**src/rtl/sdb_pkg.sv**
```systemverilog
package sdb_pkg;
  // burst length code: beats = 1 << code
  typedef enum logic [1:0] {
    BLEN_1 = 2'd0,
    BLEN_2 = 2'd1,
    BLEN_4 = 2'd2,
    BLEN_8 = 2'd3
  } blen_e;

  localparam int MAX_BEATS = 8;
  localparam int BEAT_W    = $clog2(MAX_BEATS);
endpackage

```
**src/rtl/sdb_burst_seq.sv**
```systemverilog
module sdb_burst_seq
  import sdb_pkg::*;
#(
  parameter int COL_W = 10
) (
  input  logic             clk,
  input  logic             rst_n,
  input  logic             cmd_valid,
  input  logic             cmd_write,
  input  logic             cmd_stop,
  input  logic [COL_W-1:0] cmd_col,
  input  logic [1:0]       cfg_blen,
  input  logic             cfg_ilv,
  output logic             iss_v,
  output logic             iss_wr,
  output logic [COL_W-1:0] iss_col
);
  logic              act_q;
  logic              wr_q;
  logic [COL_W-1:0]  base_q;
  blen_e             blen_q;
  logic              ilv_q;
  logic [BEAT_W-1:0] k_q;
  logic [BEAT_W-1:0] last_k;

  function automatic logic [COL_W-1:0] beat_addr(
    input logic [COL_W-1:0]  base,
    input logic [1:0]        code,
    input logic              ilv,
    input logic [BEAT_W-1:0] k
  );
    logic [COL_W-1:0] m;
    logic [COL_W-1:0] kx;
    logic [COL_W-1:0] low;
    m   = COL_W'((32'd1 << code) - 32'd1);
    kx  = COL_W'(k);
    low = ilv ? ((base ^ kx) & m) : ((base + kx) & m);
    return (base & ~m) | low;
  endfunction

  assign last_k = BEAT_W'((32'd1 << blen_q) - 32'd1);

  always_comb begin
    iss_v   = 1'b0;
    iss_wr  = 1'b0;
    iss_col = '0;
    if (cmd_valid) begin
      iss_v   = 1'b1;
      iss_wr  = cmd_write;
      iss_col = cmd_col;
    end else if (!cmd_stop && act_q) begin
      iss_v   = 1'b1;
      iss_wr  = wr_q;
      iss_col = beat_addr(base_q, blen_q, ilv_q, k_q);
    end
  end

  always_ff @(posedge clk or negedge rst_n) begin
    if (!rst_n) begin
      act_q  <= 1'b0;
      wr_q   <= 1'b0;
      base_q <= '0;
      blen_q <= BLEN_1;
      ilv_q  <= 1'b0;
      k_q    <= '0;
    end else if (cmd_valid) begin
      act_q  <= (cfg_blen != BLEN_1);
      wr_q   <= cmd_write;
      base_q <= cmd_col;
      blen_q <= blen_e'(cfg_blen);
      ilv_q  <= cfg_ilv;
      k_q    <= BEAT_W'(1);
    end else if (cmd_stop) begin
      act_q <= 1'b0;
    end else if (act_q) begin
      k_q <= k_q + BEAT_W'(1);
      if (k_q == last_k) act_q <= 1'b0;
    end
  end
endmodule

```
**src/rtl/sdb_wr_path.sv**
```systemverilog
module sdb_wr_path #(
  parameter int LANES  = 2,
  parameter int LANE_W = 8,
  localparam int DW    = LANES * LANE_W
) (
  input  logic             clk,
  input  logic             rst_n,
  input  logic             wr_beat,
  input  logic [DW-1:0]    wr_data,
  input  logic [LANES-1:0] dqm,
  output logic             dq_oe,
  output logic [DW-1:0]    dq_out,
  output logic [LANES-1:0] wr_lane_en
);
  always_ff @(posedge clk or negedge rst_n) begin
    if (!rst_n) dq_oe <= 1'b0;
    else        dq_oe <= wr_beat;
  end

  for (genvar g = 0; g < LANES; g++) begin : g_lane
    always_ff @(posedge clk or negedge rst_n) begin
      if (!rst_n) begin
        wr_lane_en[g]                 <= 1'b0;
        dq_out[g*LANE_W +: LANE_W]    <= '0;
      end else begin
        wr_lane_en[g]                 <= wr_beat & ~dqm[g];
        dq_out[g*LANE_W +: LANE_W]    <= (wr_beat && !dqm[g]) ?
                                         wr_data[g*LANE_W +: LANE_W] : '0;
      end
    end
  end
endmodule

```
**src/rtl/sdb_rd_path.sv**
```systemverilog
module sdb_rd_path #(
  parameter int LANES  = 2,
  parameter int LANE_W = 8,
  parameter int CL_MAX = 3,
  localparam int DW    = LANES * LANE_W,
  localparam int MASK_LAT = 2
) (
  input  logic             clk,
  input  logic             rst_n,
  input  logic             rd_beat,
  input  logic             cfg_cl3,
  input  logic [LANES-1:0] dqm,
  input  logic [DW-1:0]    dq_in,
  output logic             rd_valid,
  output logic [DW-1:0]    rd_data,
  output logic [LANES-1:0] rd_lane_en
);
  logic [CL_MAX-1:0]   pipe_q;
  logic [LANES-1:0]    mhist_q [MASK_LAT];
  logic                cap;

  always_ff @(posedge clk or negedge rst_n) begin
    if (!rst_n) pipe_q <= '0;
    else        pipe_q <= {pipe_q[CL_MAX-2:0], rd_beat};
  end

  for (genvar h = 0; h < MASK_LAT; h++) begin : g_mhist
    always_ff @(posedge clk or negedge rst_n) begin
      if (!rst_n)      mhist_q[h] <= '0;
      else if (h == 0) mhist_q[h] <= dqm;
      else             mhist_q[h] <= mhist_q[(h == 0) ? 0 : h-1];
    end
  end

  assign cap = cfg_cl3 ? pipe_q[2] : pipe_q[1];

  always_ff @(posedge clk or negedge rst_n) begin
    if (!rst_n) rd_valid <= 1'b0;
    else        rd_valid <= cap;
  end

  for (genvar g = 0; g < LANES; g++) begin : g_lane
    always_ff @(posedge clk or negedge rst_n) begin
      if (!rst_n) begin
        rd_lane_en[g]               <= 1'b0;
        rd_data[g*LANE_W +: LANE_W] <= '0;
      end else begin
        rd_lane_en[g]               <= cap & ~mhist_q[MASK_LAT-1][g];
        rd_data[g*LANE_W +: LANE_W] <= (cap && !mhist_q[MASK_LAT-1][g]) ?
                                       dq_in[g*LANE_W +: LANE_W] : '0;
      end
    end
  end
endmodule

```
**src/rtl/sdram_burst_dp.sv**
```systemverilog
module sdram_burst_dp #(
  parameter int COL_W  = 10,
  parameter int LANES  = 2,
  parameter int LANE_W = 8,
  localparam int DW    = LANES * LANE_W
) (
  input  logic             clk,
  input  logic             rst_n,
  input  logic             cmd_valid,
  input  logic             cmd_write,
  input  logic             cmd_stop,
  input  logic [COL_W-1:0] cmd_col,
  input  logic [1:0]       cfg_blen,
  input  logic             cfg_ilv,
  input  logic             cfg_cl3,
  input  logic [LANES-1:0] dqm,
  input  logic [DW-1:0]    wr_data,
  input  logic [DW-1:0]    dq_in,
  output logic             col_valid,
  output logic             col_write,
  output logic [COL_W-1:0] col_addr,
  output logic             dq_oe,
  output logic [DW-1:0]    dq_out,
  output logic [LANES-1:0] wr_lane_en,
  output logic             rd_valid,
  output logic [DW-1:0]    rd_data,
  output logic [LANES-1:0] rd_lane_en
);
  logic             iss_v;
  logic             iss_wr;
  logic [COL_W-1:0] iss_col;

  sdb_burst_seq #(.COL_W(COL_W)) u_seq (
    .clk(clk), .rst_n(rst_n),
    .cmd_valid(cmd_valid), .cmd_write(cmd_write), .cmd_stop(cmd_stop),
    .cmd_col(cmd_col), .cfg_blen(cfg_blen), .cfg_ilv(cfg_ilv),
    .iss_v(iss_v), .iss_wr(iss_wr), .iss_col(iss_col)
  );

  always_ff @(posedge clk or negedge rst_n) begin
    if (!rst_n) begin
      col_valid <= 1'b0;
      col_write <= 1'b0;
      col_addr  <= '0;
    end else begin
      col_valid <= iss_v;
      col_write <= iss_v & iss_wr;
      col_addr  <= iss_v ? iss_col : '0;
    end
  end

  sdb_wr_path #(.LANES(LANES), .LANE_W(LANE_W)) u_wr (
    .clk(clk), .rst_n(rst_n),
    .wr_beat(iss_v & iss_wr), .wr_data(wr_data), .dqm(dqm),
    .dq_oe(dq_oe), .dq_out(dq_out), .wr_lane_en(wr_lane_en)
  );

  sdb_rd_path #(.LANES(LANES), .LANE_W(LANE_W), .CL_MAX(3)) u_rd (
    .clk(clk), .rst_n(rst_n),
    .rd_beat(iss_v & ~iss_wr), .cfg_cl3(cfg_cl3), .dqm(dqm), .dq_in(dq_in),
    .rd_valid(rd_valid), .rd_data(rd_data), .rd_lane_en(rd_lane_en)
  );
endmodule

```
**config.mk**
```make
export PLATFORM = sky130hd
export DESIGN_NAME = sdram_burst_dp
export DESIGN_NICKNAME = d
export VERILOG_FILES = /design/src/rtl/sdb_pkg.sv /design/src/rtl/sdb_burst_seq.sv /design/src/rtl/sdb_wr_path.sv /design/src/rtl/sdb_rd_path.sv /design/src/rtl/sdram_burst_dp.sv
export SDC_FILE = /design/constraint.sdc
export NUM_CORES = 1
export LEC_CHECK = 0
export BUFFER_PORTS_ARGS = -buffer_cell sky130_fd_sc_hd__buf_2
export CAP_MARGIN = 20
export CELL_PAD_IN_SITES_DETAIL_PLACEMENT = 1
export CELL_PAD_IN_SITES_GLOBAL_PLACEMENT = 1
export CORE_MARGIN = 5
export CORE_UTILIZATION = 41
export CTS_CLUSTER_DIAMETER = 60
export CTS_CLUSTER_SIZE = 14
export DETAILED_ROUTE_END_ITERATION = 10
export PLACE_DENSITY = 0.91
export SLEW_MARGIN = 20
export SYNTH_ARGS = -nofsm -noshare
export SYNTH_HDL_FRONTEND = slang
export SYNTH_SLANG_ARGS = --single-unit
```
**constraint.sdc**
```tcl
create_clock -name clk -period 3.6 [get_ports clk]
set_input_delay 0.9 -clock clk [delete_from_list [all_inputs] [get_ports clk]]
set_output_delay 0.9 -clock clk [all_outputs]
set_load 0.05 [all_outputs]
```
==> flow_summary.json <==
{
  "reg2reg_from": "u_seq.k_q[0]",
  "die_area_sq_mm": 0.00864,
  "place_hpwl_microns": 5130,
  "clock-root-buffer": "clkbuf_8",
  "setup_ws_ps": 1590,
  "syn_inst": 220,
  "gp_congestion": 0.763,
  "num_vias": 1997,
  "min_path_type": "reg2reg",
  "dp_slack_ps": 1290,
  "wirelength_microns": 7030,
  "rows": 30,
  "synthTopCellsByArea": "dfrtp_1 66%, and2_1 7.3%, o21ai_0 2.8%, ha_1 2.7%, inv_1 2.3%",
  "cp.required_ps": 3850,
  "holdBufCountCts": 0,
  "synth_fa_ha_area_frac": 0.0337,
  "drc_errors": 0,
  "muxShareOfSynthArea": 0.0306,
  "cts_made_buffers": 9,
  "synth-compound-area-share": 0.0785,
  "finalSetupViolations": 0,
  "gr-usage-all-layers": 0.172,
  "syn_to_final_growth_pct": 27.4,
  "ios": 103,
  "drt-wirelength-per-cell_microns": 17.0,
  "die_width_microns": 93.0,
  "synthArstFlopShare": 1.00,
  "finalSetupTns_ps": 0,
  "synthXorXnorAreaFrac": 0.0248,
  "cts_resized": 0,
  "critPathLaunch": "u_seq.k_q[0]",
  "start_kind": "flip-flop",
  "drt-vias-per-instance": 4.84,
  "first_iter_violations": 79,
  "tritoncts": "yes",
  "min_period_ps": 2010,
  "ys_ff_latch": 74,
  "grt_pass1_wl_microns": 11300,
  "antenna_cells": 0,
  "yosysTopAreaCellShare": 0.656,
  "post-route-period-util": 0.560,
  "drive_gt1_frac": 0.393,
  "antenna_found_initial": 0,
  "path_clk_slew_ps": 80,
  "worst_slew_pin_slew_ps": 925,
  "ir_worst_vdd_mv": 0.193,
  "end_kind": "flip-flop",
  "dr.pass1.iters": 4,
  "r2r_setup_slack_ps": 1590,
  "cts_setup_buffers": 0,
  "fin_skew_ps": 10.7,
  "synth.distinct_cells": 34,
  "postRouteAntennaNets": 0,
  "clkLatencyLatePin_ps": 350,
  "die_h_microns": 93.0,
  "finalMaxSlewViolations": 0,
  "clock-sinks": 74,
  "regToRegEndpoint": "col_addr[4]",
  "whs_ps": 350,
  "fmax_mhz": 496,
  "yosys.area.top_type": "dfrtp_1",
  "grt_max_degree": 75,
  "leakage_nw": 1.93,
  "timing.final.hold_violations": 0,
  "p_per_area_mw_per_mm2": 520,
  "clk_path_buf_depth": 2,
  "grt-ovfl-total": 0,
  "start_util": 0.418,
  "total_power_w": 0.00187,
  "numPortBuffers": 102,
  "synth_top_family_by_area": "simple AND/OR/NAND/NOR gates",
  "ys_warn_count": 0,
  "seq_area_frac_synth": 0.656,
  "netlist_area_sq_mm": 0.00282,
  "yosys.area_share.simple": 0.142,
  "crit_type": "reg2reg",
  "rr_worst_depth": 7,
  "synth.avg_cell_area_sq_um": 12.8,
  "core_sq_mm": 0.00676,
  "first_global_vias": 2287,
  "syn_nets": 280,
  "cp.arrival_ps": 2260,
  "worst-path-max-fanout": 5,
  "holdPathStages": 0,
  "grt_setup_unrepaired": "no",
  "crit_end": "col_addr[4]",
  "drv_cap": 0,
  "synth-main-ff-cell": "dfrtp_1",
  "h-tree-depth": 3,
  "fin_util": 0.532,
  "synth_edf_count": 0,
  "final_nets": 388,
  "fillers": 746,
  "slew_headroom": 0.383,
  "outcome": "finished, final reports clean"
}
==> cells in the final DEF (no fill, tap or decap), types with 2 or more instances in the layout <==
| cell | Yosys | layout |
|---|---|---|
| buf_2 | 2 | 101 |
| dfrtp_1 | 74 | 74 |
| and2_1 | 33 | 33 |
| inv_1 | 17 | 17 |
| o21ai_0 | 16 | 16 |
| nand2_1 | 14 | 14 |
| clkbuf_8 | 0 | 9 |
| nor2_1 | 6 | 6 |
| xnor2_1 | 6 | 6 |
| ha_1 | 6 | 6 |
| mux2_2 | 5 | 5 |
| o21ai_1 | 4 | 4 |
| mux2i_1 | 3 | 3 |
| nand2b_1 | 3 | 3 |
| nor2b_1 | 3 | 3 |
| a21oi_1 | 3 | 3 |
| clkinvlp_4 | 0 | 3 |
| nor2_4 | 2 | 2 |
| and3b_1 | 2 | 2 |
| nand3_1 | 2 | 2 |
| a211oi_2 | 2 | 2 |
| o211ai_2 | 2 | 2 |
| xor2_1 | 2 | 2 |
==> through the flow <==
stage | instances | instance area (sq um)
CTS | 413 | 3600
global placement | 397 | 3400
finish | 413 | 3600
global route | 413 | 3600
floorplan | 220 | 2820
detailed placement | 397 | 3400
==> cells by family after synthesis <==
logic type,Yosys count
buf+inv,22
flops,74
fa+ha+maj,7
compound gates,32
mux,8
xor+xnor,8
simple gates,69
==> critical path, cell delays in order (launching register included) <==
cell and delay [ps]:
dfrtp_1 440, ha_1 210, inv_1 60, fa_1 410, nor2b_1 340, o211ai_2 130
xnor2_1 130, o21ai_0 190
==> cells in the mapped netlist, types with 3 or more instances <==
cell type,instances
dfrtp_1,74
and2_1,33
inv_1,17
o21ai_0,16
nand2_1,14
ha_1,6
nor2_1,6
xnor2_1,6
mux2_2,5
o21ai_1,4
a21oi_1,3
mux2i_1,3
nand2b_1,3
nor2b_1,3
==> per-layer routing <==
metal / up-vias / routed length, microns / track usage
li1: 928 / - / -
met1: 1005 / 2640 / 0.187
met2: 52 / 3960 / 0.314
met3: 12 / 284 / 0.0330
met4: 0 / 142 / 0.0891
met5: - / 0 / 0
==> worst min-delay path by stage <==
stage	startpoint	to
floorplan	u_rd.mhist_q[2]	u_rd.mhist_q[0]
global placement	u_rd.pipe_q[0]	u_rd.pipe_q[1]
detailed placement	u_rd.pipe_q[0]	u_rd.pipe_q[1]
CTS	u_rd.pipe_q[0]	u_rd.pipe_q[1]
global route	u_rd.pipe_q[0]	u_rd.pipe_q[1]
finish	u_rd.pipe_q[0]	u_rd.pipe_q[1]
==> sequential cells by signal, indices dropped and copies added, names as in the netlist, 3 cells and up <==
signal / flops
u_seq.k_q: 3
u_rd.mhist_q: 4
u_rd.rd_data: 16
u_rd.pipe_q: 3
u_wr.dq_out: 16
col_addr: 10
u_seq.base_q: 10
==> cell type report <==
type	count	area [sq um]	area share
multi-input cells	124	875	0.243
flip-flops and latches	74	1850	0.515
clock inverters	6	66.3	0.0184
well taps	80	100	0.0278
repair buffers	102	513	0.143
inverters	17	63.8	0.0177
clock buffers	10	128	0.0355
==> power by group <==
group          total [W]  switching, W  leakage [nW]  internal [W]
Clock           0.000635      0.000314        0.0889      0.000321
Combinational   0.000322      0.000227         0.883     0.0000950
Sequential      0.000913     0.0000287         0.955      0.000884
Total            0.00187      0.000569          1.93       0.00130
Note: power is estimated with default switching activity, not from simulation.
